## src/rtl/alu8_pkg.sv

```systemverilog
// Package: operation codes, flag bit positions and the decode record
// shared by the ALU stages. Assumes an 8-bit status byte.
package alu8_pkg;

    typedef enum logic [4:0] {
        OP_ADD  = 5'd0,
        OP_ADC  = 5'd1,
        OP_SUB  = 5'd2,
        OP_SBC  = 5'd3,
        OP_CMP  = 5'd4,
        OP_CMPC = 5'd5,
        OP_AND  = 5'd6,
        OP_OR   = 5'd7,
        OP_XOR  = 5'd8,
        OP_COM  = 5'd9,
        OP_NEG  = 5'd10,
        OP_INC  = 5'd11,
        OP_DEC  = 5'd12,
        OP_LSL  = 5'd13,
        OP_LSR  = 5'd14,
        OP_ASR  = 5'd15,
        OP_ROL  = 5'd16,
        OP_ROR  = 5'd17,
        OP_SWAP = 5'd18
    } alu_op_e;

    localparam int STAT_W = 8;
    localparam int FLG_C  = 0;
    localparam int FLG_Z  = 1;
    localparam int FLG_N  = 2;
    localparam int FLG_V  = 3;
    localparam int FLG_S  = 4;
    localparam int FLG_H  = 5;
    localparam int NFLAGS = 6;

    // Flag ownership masks, indexed by flag position
    localparam logic [NFLAGS-1:0] MASK_ARITH = 6'b111111;
    localparam logic [NFLAGS-1:0] MASK_LOGIC = 6'b011110;
    localparam logic [NFLAGS-1:0] MASK_SHIFT = 6'b011111;
    localparam logic [NFLAGS-1:0] MASK_NONE  = 6'b000000;

    // Operand B source for the adder
    typedef enum logic [1:0] {
        BSRC_OPB = 2'd0,
        BSRC_OPA = 2'd1,
        BSRC_ONE = 2'd2
    } bsrc_e;

    typedef struct packed {
        logic              arith;     // result from adder path
        logic              sub;       // subtract instead of add
        logic              a_zero;    // adder operand A forced to zero
        bsrc_e             b_src;     // adder operand B source
        logic              use_cin;   // consume incoming carry
        logic              sticky_z;  // zero only kept, never set
        logic              shift_v;   // V = N xor C
        logic              write;     // destination write-enable
        logic [NFLAGS-1:0] mask;      // flags this operation owns
    } dec_t;

endpackage

```

## src/rtl/alu8_addsub.sv

```systemverilog
// Adder/subtractor: computes a+b+cin or a-b-cin, plus carry or borrow out
// of the top bit and of the low half, and signed overflow.
// Assumes DATA_W is even and at least 4.
module alu8_addsub #(
    parameter int DATA_W = 8
) (
    input  logic [DATA_W-1:0] a,
    input  logic [DATA_W-1:0] b,
    input  logic              cin,
    input  logic              sub,
    output logic [DATA_W-1:0] sum,
    output logic              cout,
    output logic              hout,
    output logic              vout
);
    localparam int HALF = DATA_W / 2;
    localparam int MSB  = DATA_W - 1;

    logic [DATA_W:0] full;
    logic [HALF:0]   low;

    // Full-width and half-width add or subtract
    always_comb begin
        if (sub) begin
            full = {1'b0, a} - {1'b0, b} - {{DATA_W{1'b0}}, cin};
            low  = {1'b0, a[HALF-1:0]} - {1'b0, b[HALF-1:0]} - {{HALF{1'b0}}, cin};
        end else begin
            full = {1'b0, a} + {1'b0, b} + {{DATA_W{1'b0}}, cin};
            low  = {1'b0, a[HALF-1:0]} + {1'b0, b[HALF-1:0]} + {{HALF{1'b0}}, cin};
        end
    end

    assign sum  = full[DATA_W-1:0];
    assign cout = full[DATA_W];
    assign hout = low[HALF];

    // Signed overflow from operand and result signs
    always_comb begin
        if (sub)
            vout = (a[MSB] != b[MSB]) && (sum[MSB] != a[MSB]);
        else
            vout = (a[MSB] == b[MSB]) && (sum[MSB] != a[MSB]);
    end
endmodule

```

## src/rtl/alu8_bitops.sv

```systemverilog
// Bitwise, complement, shift, rotate and nibble-swap path.
// Assumes DATA_W is even; codes outside this path return A with carry 0.
module alu8_bitops
    import alu8_pkg::*;
#(
    parameter int DATA_W = 8
) (
    input  logic [4:0]        op,
    input  logic [DATA_W-1:0] a,
    input  logic [DATA_W-1:0] b,
    input  logic              cin,
    output logic [DATA_W-1:0] res,
    output logic              cout
);
    localparam int HALF = DATA_W / 2;
    localparam int MSB  = DATA_W - 1;

    // Select the bit-level result and the bit shifted out
    always_comb begin
        res  = a;
        cout = 1'b0;
        case (op)
            OP_AND:  res = a & b;
            OP_OR:   res = a | b;
            OP_XOR:  res = a ^ b;
            OP_COM: begin
                res  = ~a;
                cout = 1'b1;
            end
            OP_LSL: begin
                res  = {a[MSB-1:0], 1'b0};
                cout = a[MSB];
            end
            OP_LSR: begin
                res  = {1'b0, a[MSB:1]};
                cout = a[0];
            end
            OP_ASR: begin
                res  = {a[MSB], a[MSB:1]};
                cout = a[0];
            end
            OP_ROL: begin
                res  = {a[MSB-1:0], cin};
                cout = a[MSB];
            end
            OP_ROR: begin
                res  = {cin, a[MSB:1]};
                cout = a[0];
            end
            OP_SWAP: res = {a[HALF-1:0], a[MSB:HALF]};
            default: begin
                res  = a;
                cout = 1'b0;
            end
        endcase
    end
endmodule

```

## src/rtl/alu8_flagmerge.sv

```systemverilog
// Builds the new status byte: derives N, Z, S from the result, then takes
// each of the six lower flags from the new value or the old byte by mask.
// I and T pass through.
module alu8_flagmerge
    import alu8_pkg::*;
#(
    parameter int DATA_W = 8
) (
    input  logic [DATA_W-1:0] res,
    input  logic              h_new,
    input  logic              v_new,
    input  logic              c_new,
    input  logic              sticky_z,
    input  logic [NFLAGS-1:0] mask,
    input  logic [STAT_W-1:0] stat_old,
    output logic [STAT_W-1:0] stat_new
);
    logic              n_new;
    logic              z_new;
    logic [NFLAGS-1:0] fresh;

    // Negative and zero from the result; sticky zero ANDs the old Z
    always_comb begin
        n_new = res[DATA_W-1];
        z_new = (res == '0) && (!sticky_z || stat_old[FLG_Z]);
    end

    // Assemble candidate flags in status order
    always_comb begin
        fresh        = '0;
        fresh[FLG_C] = c_new;
        fresh[FLG_Z] = z_new;
        fresh[FLG_N] = n_new;
        fresh[FLG_V] = v_new;
        fresh[FLG_S] = n_new ^ v_new;
        fresh[FLG_H] = h_new;
    end

    for (genvar i = 0; i < NFLAGS; i++) begin : g_flag
        assign stat_new[i] = mask[i] ? fresh[i] : stat_old[i];
    end
    assign stat_new[STAT_W-1:NFLAGS] = stat_old[STAT_W-1:NFLAGS];
endmodule

```

## src/rtl/alu8_status.sv

```systemverilog
// Top: decodes the operation, runs the adder and bit-op paths, merges flags
// and registers result, write-enable and status once per valid request.
// Assumes stat_in carries the current status; one-cycle latency.
module alu8_status
    import alu8_pkg::*;
#(
    parameter int DATA_W = 8
) (
    input  logic              clk,
    input  logic              rst_n,
    input  logic              in_valid,
    input  logic [4:0]        op_sel,
    input  logic [DATA_W-1:0] opa,
    input  logic [DATA_W-1:0] opb,
    input  logic [STAT_W-1:0] stat_in,
    output logic              out_valid,
    output logic [DATA_W-1:0] res_q,
    output logic              res_we_q,
    output logic [STAT_W-1:0] stat_q
);
    localparam int MSB = DATA_W - 1;
    localparam logic [DATA_W-1:0] ONE = {{(DATA_W-1){1'b0}}, 1'b1};

    dec_t              dec;
    logic [DATA_W-1:0] add_a, add_b, add_sum, bit_res, res;
    logic              add_cin, add_c, add_h, add_v, bit_c;
    logic              c_new, v_new;
    logic [STAT_W-1:0] stat_new;

    // Decode operation code into datapath controls
    always_comb begin
        dec = '{arith: 1'b0, sub: 1'b0, a_zero: 1'b0, b_src: BSRC_OPB,
                use_cin: 1'b0, sticky_z: 1'b0, shift_v: 1'b0,
                write: 1'b0, mask: MASK_NONE};
        case (op_sel)
            OP_ADD, OP_ADC: begin
                dec.arith   = 1'b1;
                dec.use_cin = (op_sel == OP_ADC);
                dec.write   = 1'b1;
                dec.mask    = MASK_ARITH;
            end
            OP_SUB, OP_SBC, OP_CMP, OP_CMPC: begin
                dec.arith    = 1'b1;
                dec.sub      = 1'b1;
                dec.use_cin  = (op_sel == OP_SBC) || (op_sel == OP_CMPC);
                dec.sticky_z = dec.use_cin;
                dec.write    = (op_sel == OP_SUB) || (op_sel == OP_SBC);
                dec.mask     = MASK_ARITH;
            end
            OP_AND, OP_OR, OP_XOR: begin
                dec.write = 1'b1;
                dec.mask  = MASK_LOGIC;
            end
            OP_COM: begin
                dec.write = 1'b1;
                dec.mask  = MASK_SHIFT;
            end
            OP_NEG: begin
                dec.arith  = 1'b1;
                dec.sub    = 1'b1;
                dec.a_zero = 1'b1;
                dec.b_src  = BSRC_OPA;
                dec.write  = 1'b1;
                dec.mask   = MASK_ARITH;
            end
            OP_INC, OP_DEC: begin
                dec.arith = 1'b1;
                dec.sub   = (op_sel == OP_DEC);
                dec.b_src = BSRC_ONE;
                dec.write = 1'b1;
                dec.mask  = MASK_LOGIC;
            end
            OP_LSL, OP_LSR, OP_ASR, OP_ROL, OP_ROR: begin
                dec.shift_v = 1'b1;
                dec.write   = 1'b1;
                dec.mask    = MASK_SHIFT;
            end
            OP_SWAP: begin
                dec.write = 1'b1;
                dec.mask  = MASK_NONE;
            end
            default: dec.write = 1'b0;
        endcase
    end

    // Adder operand selection
    always_comb begin
        add_a   = dec.a_zero ? '0 : opa;
        case (dec.b_src)
            BSRC_OPA: add_b = opa;
            BSRC_ONE: add_b = ONE;
            default:  add_b = opb;
        endcase
        add_cin = dec.use_cin & stat_in[FLG_C];
    end

    alu8_addsub #(.DATA_W(DATA_W)) u_addsub (
        .a    (add_a),
        .b    (add_b),
        .cin  (add_cin),
        .sub  (dec.sub),
        .sum  (add_sum),
        .cout (add_c),
        .hout (add_h),
        .vout (add_v)
    );

    alu8_bitops #(.DATA_W(DATA_W)) u_bitops (
        .op   (op_sel),
        .a    (opa),
        .b    (opb),
        .cin  (stat_in[FLG_C]),
        .res  (bit_res),
        .cout (bit_c)
    );

    // Choose result, carry and overflow between the two paths
    always_comb begin
        res   = dec.arith ? add_sum : bit_res;
        c_new = dec.arith ? add_c : bit_c;
        if (dec.arith)
            v_new = add_v;
        else if (dec.shift_v)
            v_new = bit_res[MSB] ^ bit_c;
        else
            v_new = 1'b0;
    end

    alu8_flagmerge #(.DATA_W(DATA_W)) u_flags (
        .res      (res),
        .h_new    (add_h),
        .v_new    (v_new),
        .c_new    (c_new),
        .sticky_z (dec.sticky_z),
        .mask     (dec.mask),
        .stat_old (stat_in),
        .stat_new (stat_new)
    );

    // Output register: capture on valid, hold otherwise
    always_ff @(posedge clk) begin
        if (!rst_n) begin
            out_valid <= 1'b0;
            res_we_q  <= 1'b0;
            res_q     <= '0;
            stat_q    <= '0;
        end else begin
            out_valid <= in_valid;
            res_we_q  <= in_valid & dec.write;
            if (in_valid) begin
                res_q  <= res;
                stat_q <= stat_new;
            end
        end
    end
endmodule

```

## config.mk

```make
export PLATFORM = sky130hd
export DESIGN_NAME = alu8_status
export DESIGN_NICKNAME = d
export VERILOG_FILES = /design/src/rtl/alu8_pkg.sv /design/src/rtl/alu8_addsub.sv /design/src/rtl/alu8_bitops.sv /design/src/rtl/alu8_flagmerge.sv /design/src/rtl/alu8_status.sv
export SDC_FILE = /design/constraint.sdc
export NUM_CORES = 1
export LEC_CHECK = 0
export BUFFER_PORTS_ARGS = -buffer_cell sky130_fd_sc_hd__clkbuf_2
export CELL_PAD_IN_SITES_DETAIL_PLACEMENT = 1
export CELL_PAD_IN_SITES_GLOBAL_PLACEMENT = 1
export CORE_ASPECT_RATIO = 1.2
export CORE_MARGIN = 2
export CORE_UTILIZATION = 45
export DETAILED_ROUTE_END_ITERATION = 8
export PLACE_DENSITY_LB_ADDON = 0.2
export SLEW_MARGIN = 20
export SYNTH_ARGS = -nofsm -noshare
export SYNTH_HDL_FRONTEND = slang
export SYNTH_SLANG_ARGS = --single-unit
export TNS_END_PERCENT = 1
```

## constraint.sdc

```tcl
create_clock -name clk -period 10.6 [get_ports clk]
set_input_delay 1.06 -clock clk [delete_from_list [all_inputs] [get_ports clk]]
set_output_delay 1.06 -clock clk [all_outputs]
set_load 0.005 [all_outputs]
```

== Word-level counts from Yosys, hierarchy flattened ==
Cells that the tools add are included.
Widths: inputs -> output; s select.

* Register bits after elaboration: 18
* Input bits: 32
* Output and inout bits: 18
* Word-level logic and storage cells: 90

* $add $sub $neg: 8
* Equal/unequal tests: 23
* Muxes and demuxes: 26
* Bitwise operators: 8
* Reductions and logical operators: 21

{| class="wikitable"
|+ Operator list
! cell !! count
|-
| $pmux 8 s10 || 1
|-
| $eq 5x4->1 const B || 8
|-
| $eq 5x3->1 const B || 4
|-
| $pmux 6 s3 || 1
|-
| $mux 8 || 2
|-
| $pmux 8 s2 || 1
|-
| $eq 5x5->1 const B || 3
|-
| $reduce_or 15->1 || 1
|-
| $reduce_or 5->1 || 3
|-
| $mux 1 || 14
|-
| $eq 5x2->1 const B || 2
|-
| $add 8x8->9 || 1
|-
| $add 9x1->9 || 1
|-
| $mux 9 || 1
|-
| $reduce_or 9->1 || 1
|-
| $sub 8x8->9 || 1
|-
| $sub 9x1->9 || 1
|-
| $and 8x8->8 || 1
|-
| $logic_not 8->1 || 1
|-
| $not 8->8 || 1
|-
| $or 8x8->8 || 1
|-
| $xor 8x8->8 || 1
|-
| $reduce_or 7->1 || 1
|-
| $pmux 1 s2 || 3
|-
| other kinds (22) || 31
|}

== Depth between registers and ports, before layout ==
* Word-level depth: 14
* Depth in mapped cells: 19
* Gate-level depth less buffers: 18

== Modules after synthesis ==
From an unflattened synthesis, not the netlist that was laid out.

* Cell total of the unflattened synthesis: 464
* Area, all modules: 3590.9 um2

{| class="wikitable"
|+ By module, submodules not included
! module !! instances !! cells each !! area each (um2) !! sequential area each (um2)
|-
| alu8_status || 1 || 149 || 1276.2 || 360.3
|-
| alu8_bitops || 1 || 166 || 1201.2 || 0.0
|-
| alu8_addsub || 1 || 134 || 996.0 || 0.0
|-
| alu8_flagmerge || 1 || 15 || 117.6 || 0.0
|}

== Worst setup path after synthesis ==
No wires, ideal clock.

* Path kind: input to register
* Start point: in op_sel[1]
* End point: reg stat_q[4]
* Library setup time: 0.070 ns
* Arrival time: 4.597 ns
* Data required time: 10.530 ns
* Path slack: 5.933 ns
* Stages: 17
* Buffers on the path: 3
* Path through: buf_2 > buf_2 > o22ai_1 > and2_1 > ha_1 > clkbuf_1 > o21ai_0 > ha_1 > ha_1 > nand4_1 > a21oi_1 > nor2_1 > a211o_1 > xor2_1 > o221a_2 > or3_1 > a21oi_1

* Longest elaborated chain between the ends: 14
* Elaborated cells on any way between the ends: 62
* Classes of those cells: 4 x add/sub; 23 x eq/ne; 17 x mux; 3 x bitwise; 15 x reduce/logical

{| class="wikitable"
|+ Ends and longest elaborated chain
! item !! RTL line !! text
|-
| start, declared || alu8_status.sv:12 || <nowiki>input logic [4:0] op_sel,</nowiki>
|-
| $eq 5x4->1 (on tied branches) || alu8_status.sv:35, alu8_status.sv:68 ||
|-
| $reduce_or 2->1 || - ||
|-
| $pmux 2 s2 || alu8_status.sv:35 || <nowiki>case (op_sel)</nowiki>
|-
| $eq 2x2->1 or $eq 2x1->1 (tied branches) || alu8_status.sv:89 || <nowiki>case (dec.b_src)</nowiki>
|-
| $pmux 8 s2 || alu8_status.sv:89 ||
|-
| $add 8x8->9 or $sub 8x8->9 (tied branches) || alu8_addsub.sv:28, alu8_addsub.sv:25 ||
|-
| $add 9x1->9 or $sub 9x1->9 (tied branches) || alu8_addsub.sv:28, alu8_addsub.sv:25 ||
|-
| $mux 9 || alu8_addsub.sv:24 || <nowiki>if (sub) begin</nowiki>
|-
| $ne 1x1->1 || alu8_addsub.sv:40, alu8_addsub.sv:42 ||
|-
| $logic_and 1x1->1 (on tied branches) || alu8_addsub.sv:42, alu8_addsub.sv:40 ||
|-
| $mux 1 || alu8_addsub.sv:39 || <nowiki>if (sub)</nowiki>
|-
| $mux 1 || alu8_status.sv:121 || <nowiki>if (dec.arith)</nowiki>
|-
| $xor 1x1->1 || alu8_flagmerge.sv:35 || <nowiki>fresh[FLG_S] = n_new ^ v_new;</nowiki>
|-
| $mux 1 * || alu8_flagmerge.sv:40 || <nowiki>assign stat_new[i] = mask[i] ? fresh[i] : stat_old[i];</nowiki>
|-
| end signal, assigned || alu8_status.sv:152 || <nowiki>stat_q <= stat_new;</nowiki>
|-
| end, declared || alu8_status.sv:19 || <nowiki>output logic [STAT_W-1:0] stat_q</nowiki>
|}

Every way passes the cells marked *; elsewhere a longest branch is shown, timed or not.
A chain may end at the register's enable or synchronous reset.

== Final worst setup path ==
Same ends and word-level chain as after synthesis.

==> metrics.csv <==
metric,value,unit
most frequent CP cell,ha_1,
Metal-1 WL,3.858,mm
area grow syn2layout,9.030,%
Final ANT Viol Nets,0,
Finish-stage setup viols,0,
Via Count,3012,
slew margin rel.,0.3549,
Final Hold Viols,0,
Top delay family on crit path,adder cells,
Yosys top cell area share,0.1561,
"Seq/Total Area, Yosys",0.1215,
combinational share of power,0.545,
Worst setup SP type,input port,
WL final,9.265,mm
final period utilization,0.4932,
FF-to-FF path depth,2,
critical path startpoint,op_sel[1],
HP Class,register to register,
"Arr. time, crit path",5.41,ns
DP HPWL,7.427,mm
worst setup path class,input port to register,
largest net degree at the start of global routing,26,
Vias/cell,5.906,
Sw Pwr,0.1232,mW
met3 WL,476,um
Top Ports,50,
"EDFF count, synth",0,
CTS tree,yes,
total stage count of the critical path,16,
Setup Skew,0,ns
Total Neg Setup Slack,0,ns
Clock transition at path regs,0.07,ns
ys async rst share,0,
clock root cell,clkbuf_8,
"most common cell after layout, fill and taps aside",clkbuf_2,
Post-CTS Setup Bufs,0,
nets,499,
slew at the pin closest to its max-slew limit,0.9676,ns
reg2reg start,stat_q[4],
Internal Power,0.1723,mW
crit path max fanout,18,
Final Critical Period,5.228,ns
CP required,10.78,ns
RSZ-0062 raised after global routing,false,
outcome,finished clean,
Synth area leaders,"ha_1 (16%), dfxtp_1 (12%), inv_1 (4.9%)",
Crit-path slowest cell,ha_1,
syn_area_per_cell,7.469,sq um
Yosys warnings,0,
initial core utilization,0.4629,
CTS resizes,0,
worst vdd ir,0.00007118,V
Yosys reg bits,18,
Final Max Slew Viols,0,
htree depth,1,
max incr delay on CP,0.58,ns
worst path bufs/invs,1,
Post-Syn Area,2965,sq um
area occupied by multi-input gates,2320,sq um
Die W,78.11,um
most frequent cells in the layout,"clkbuf_2 (49), nand2_1 (39), inv_1 (39)",
Unique masters post-synth,71,
max frequency,191.3,MHz
Highest Signal Layer,met4,
WL/cell,18.17,um
port bufs,49,
total iterations of the first detailed-routing run,4,
register area,360.3,sq um
Clock power frac,0.196,
"area leader, netlist",ha_1,
Num CTS Buffers,3,
number of cell rows,32,
core area,6406,sq um
Die Ht,92.93,um
hold_sp,stat_q[2],
met2 routed WL,4.648,mm
number of max-cap violations,0,
die area,7258,sq um
layout cell share with drive strength beyond 1,0.1576,
P_leak,1.518,nW
Design Power,0.2955,mW
Overall Global Routing Usage,0.2663,
antenna violations before repair,0,
Worst-Skew Late Latency,0.26,ns
ANT cells,0,
crit end category,register,
synthesized instance count,397,
Sink Count,18,
vias in the first global route,3049,
sequential share of power,0.259,
worst-path cell chain,clkbuf_2 > nor2b_1 > nand2_1 > ha_1 > nor2b_1 > a22o_1 > ha_1 > ha_1 > nand4_1 > a21oi_1 > nor2_1 > a211o_1 > xor2_1 > o221a_2 > or3_1 > a21oi_1,
syn_nets,470,
switching power share of the total,0.4168,
grt ovf,0,
Filler Cell Count,867,
Hold Path Depth,2,
CTS Hold Bufs,0,
pwr dens,91.40,nW/um^2
ys flop type,dfxtp_1,
clk buf depth,2,
first-pass GRT wire length,15.38,mm
placer congestion estimate,0.8894,
DRC,0,
Iteration-0 DRC Markers,272,
[synth_stat cells, drive strengths merged (4+ instances only)]
library cell   n
mux2i         13
a211oi         7
dfxtp         18
nor2b         13
or3            4
a21oi         25
xnor2          9
nor3          11
nand3          9
nand2         40
o22ai          6
nand2b         9
ha            37
nor2          29
o21ai         20
buf           15
xor2           7
a22oi          5
inv           39
clkbuf        10
fa             4
[power groups by stage]
stage / logic, mW / registers, mW / clock network (mW)
floorplan: 0.116 / 0.0783 / 0
global placement: 0.154 / 0.0778 / 0
detailed placement: 0.159 / 0.0781 / 0
CTS: 0.161 / 0.0765 / 0.0584
global route: 0.180 / 0.0772 / 0.0613
finish: 0.161 / 0.0765 / 0.0578
[state kept, by name (all words and copies together), names as in the netlist]
name,cells
res_q,8
stat_q,8
res_we_q,1
out_valid,1
[per-layer routing]
metal	global-route usage	vias up
li1	-	1466
met1	0.3246	1433
met2	0.4842	97
met3	0.02437	16
met4	0.09211	0
met5	0	-
[cells by family (layout without fill, tap and decap cells)]
family,after synthesis,count (layout),synth area share
buffers and inverters,64,92,0.09620
muxes,15,15,0.05147
adders and majority gates,41,41,0.1831
and+or+nand+nor,133,133,0.2278
AOI/OAI and AO/OA,110,110,0.2726
DFF,18,18,0.1215
xor gates and xnor gates,16,16,0.04726
[final timing paths]
path	slack, ns	to
setup / recovery	5.37	stat_q[4]
hold / removal	0.48	stat_q[2]
setup reg to reg	9.85	stat_q[4]
hold reg to reg	0.48	stat_q[2]
[per-stage QoR]
step           area [sq um]  instances  hold WS [ns]  setup WS (ns)  utilization
6_report               3233        510        0.4784          5.372       0.5047
5_1_grt                3233        510        0.5014          5.102       0.5047
4_1_cts                3233        510        0.4819          5.401       0.5047
3_5_place_dp           3178        506        0.4674          5.121       0.4961
3_3_place_gp           3178        506        0.4628          5.237       0.4961
2_1_floorplan          2965        397        0.4660          5.933            -
[final cells by class]
type / instances / share of cell area
multi-input combinational: 315 / 0.7175
sequential: 18 / 0.1115
timing repair buffer: 49 / 0.07585
inverter: 39 / 0.04528
tap: 85 / 0.03289
clock buffer: 4 / 0.01703
[tightest hold or removal path, delay by kind of cell (launching register included)]
kind            cells  cell delay, ns
compound gates      1            0.06
flops               1            0.31
simple gates        1            0.07
(Power assumes the default switching activity.)
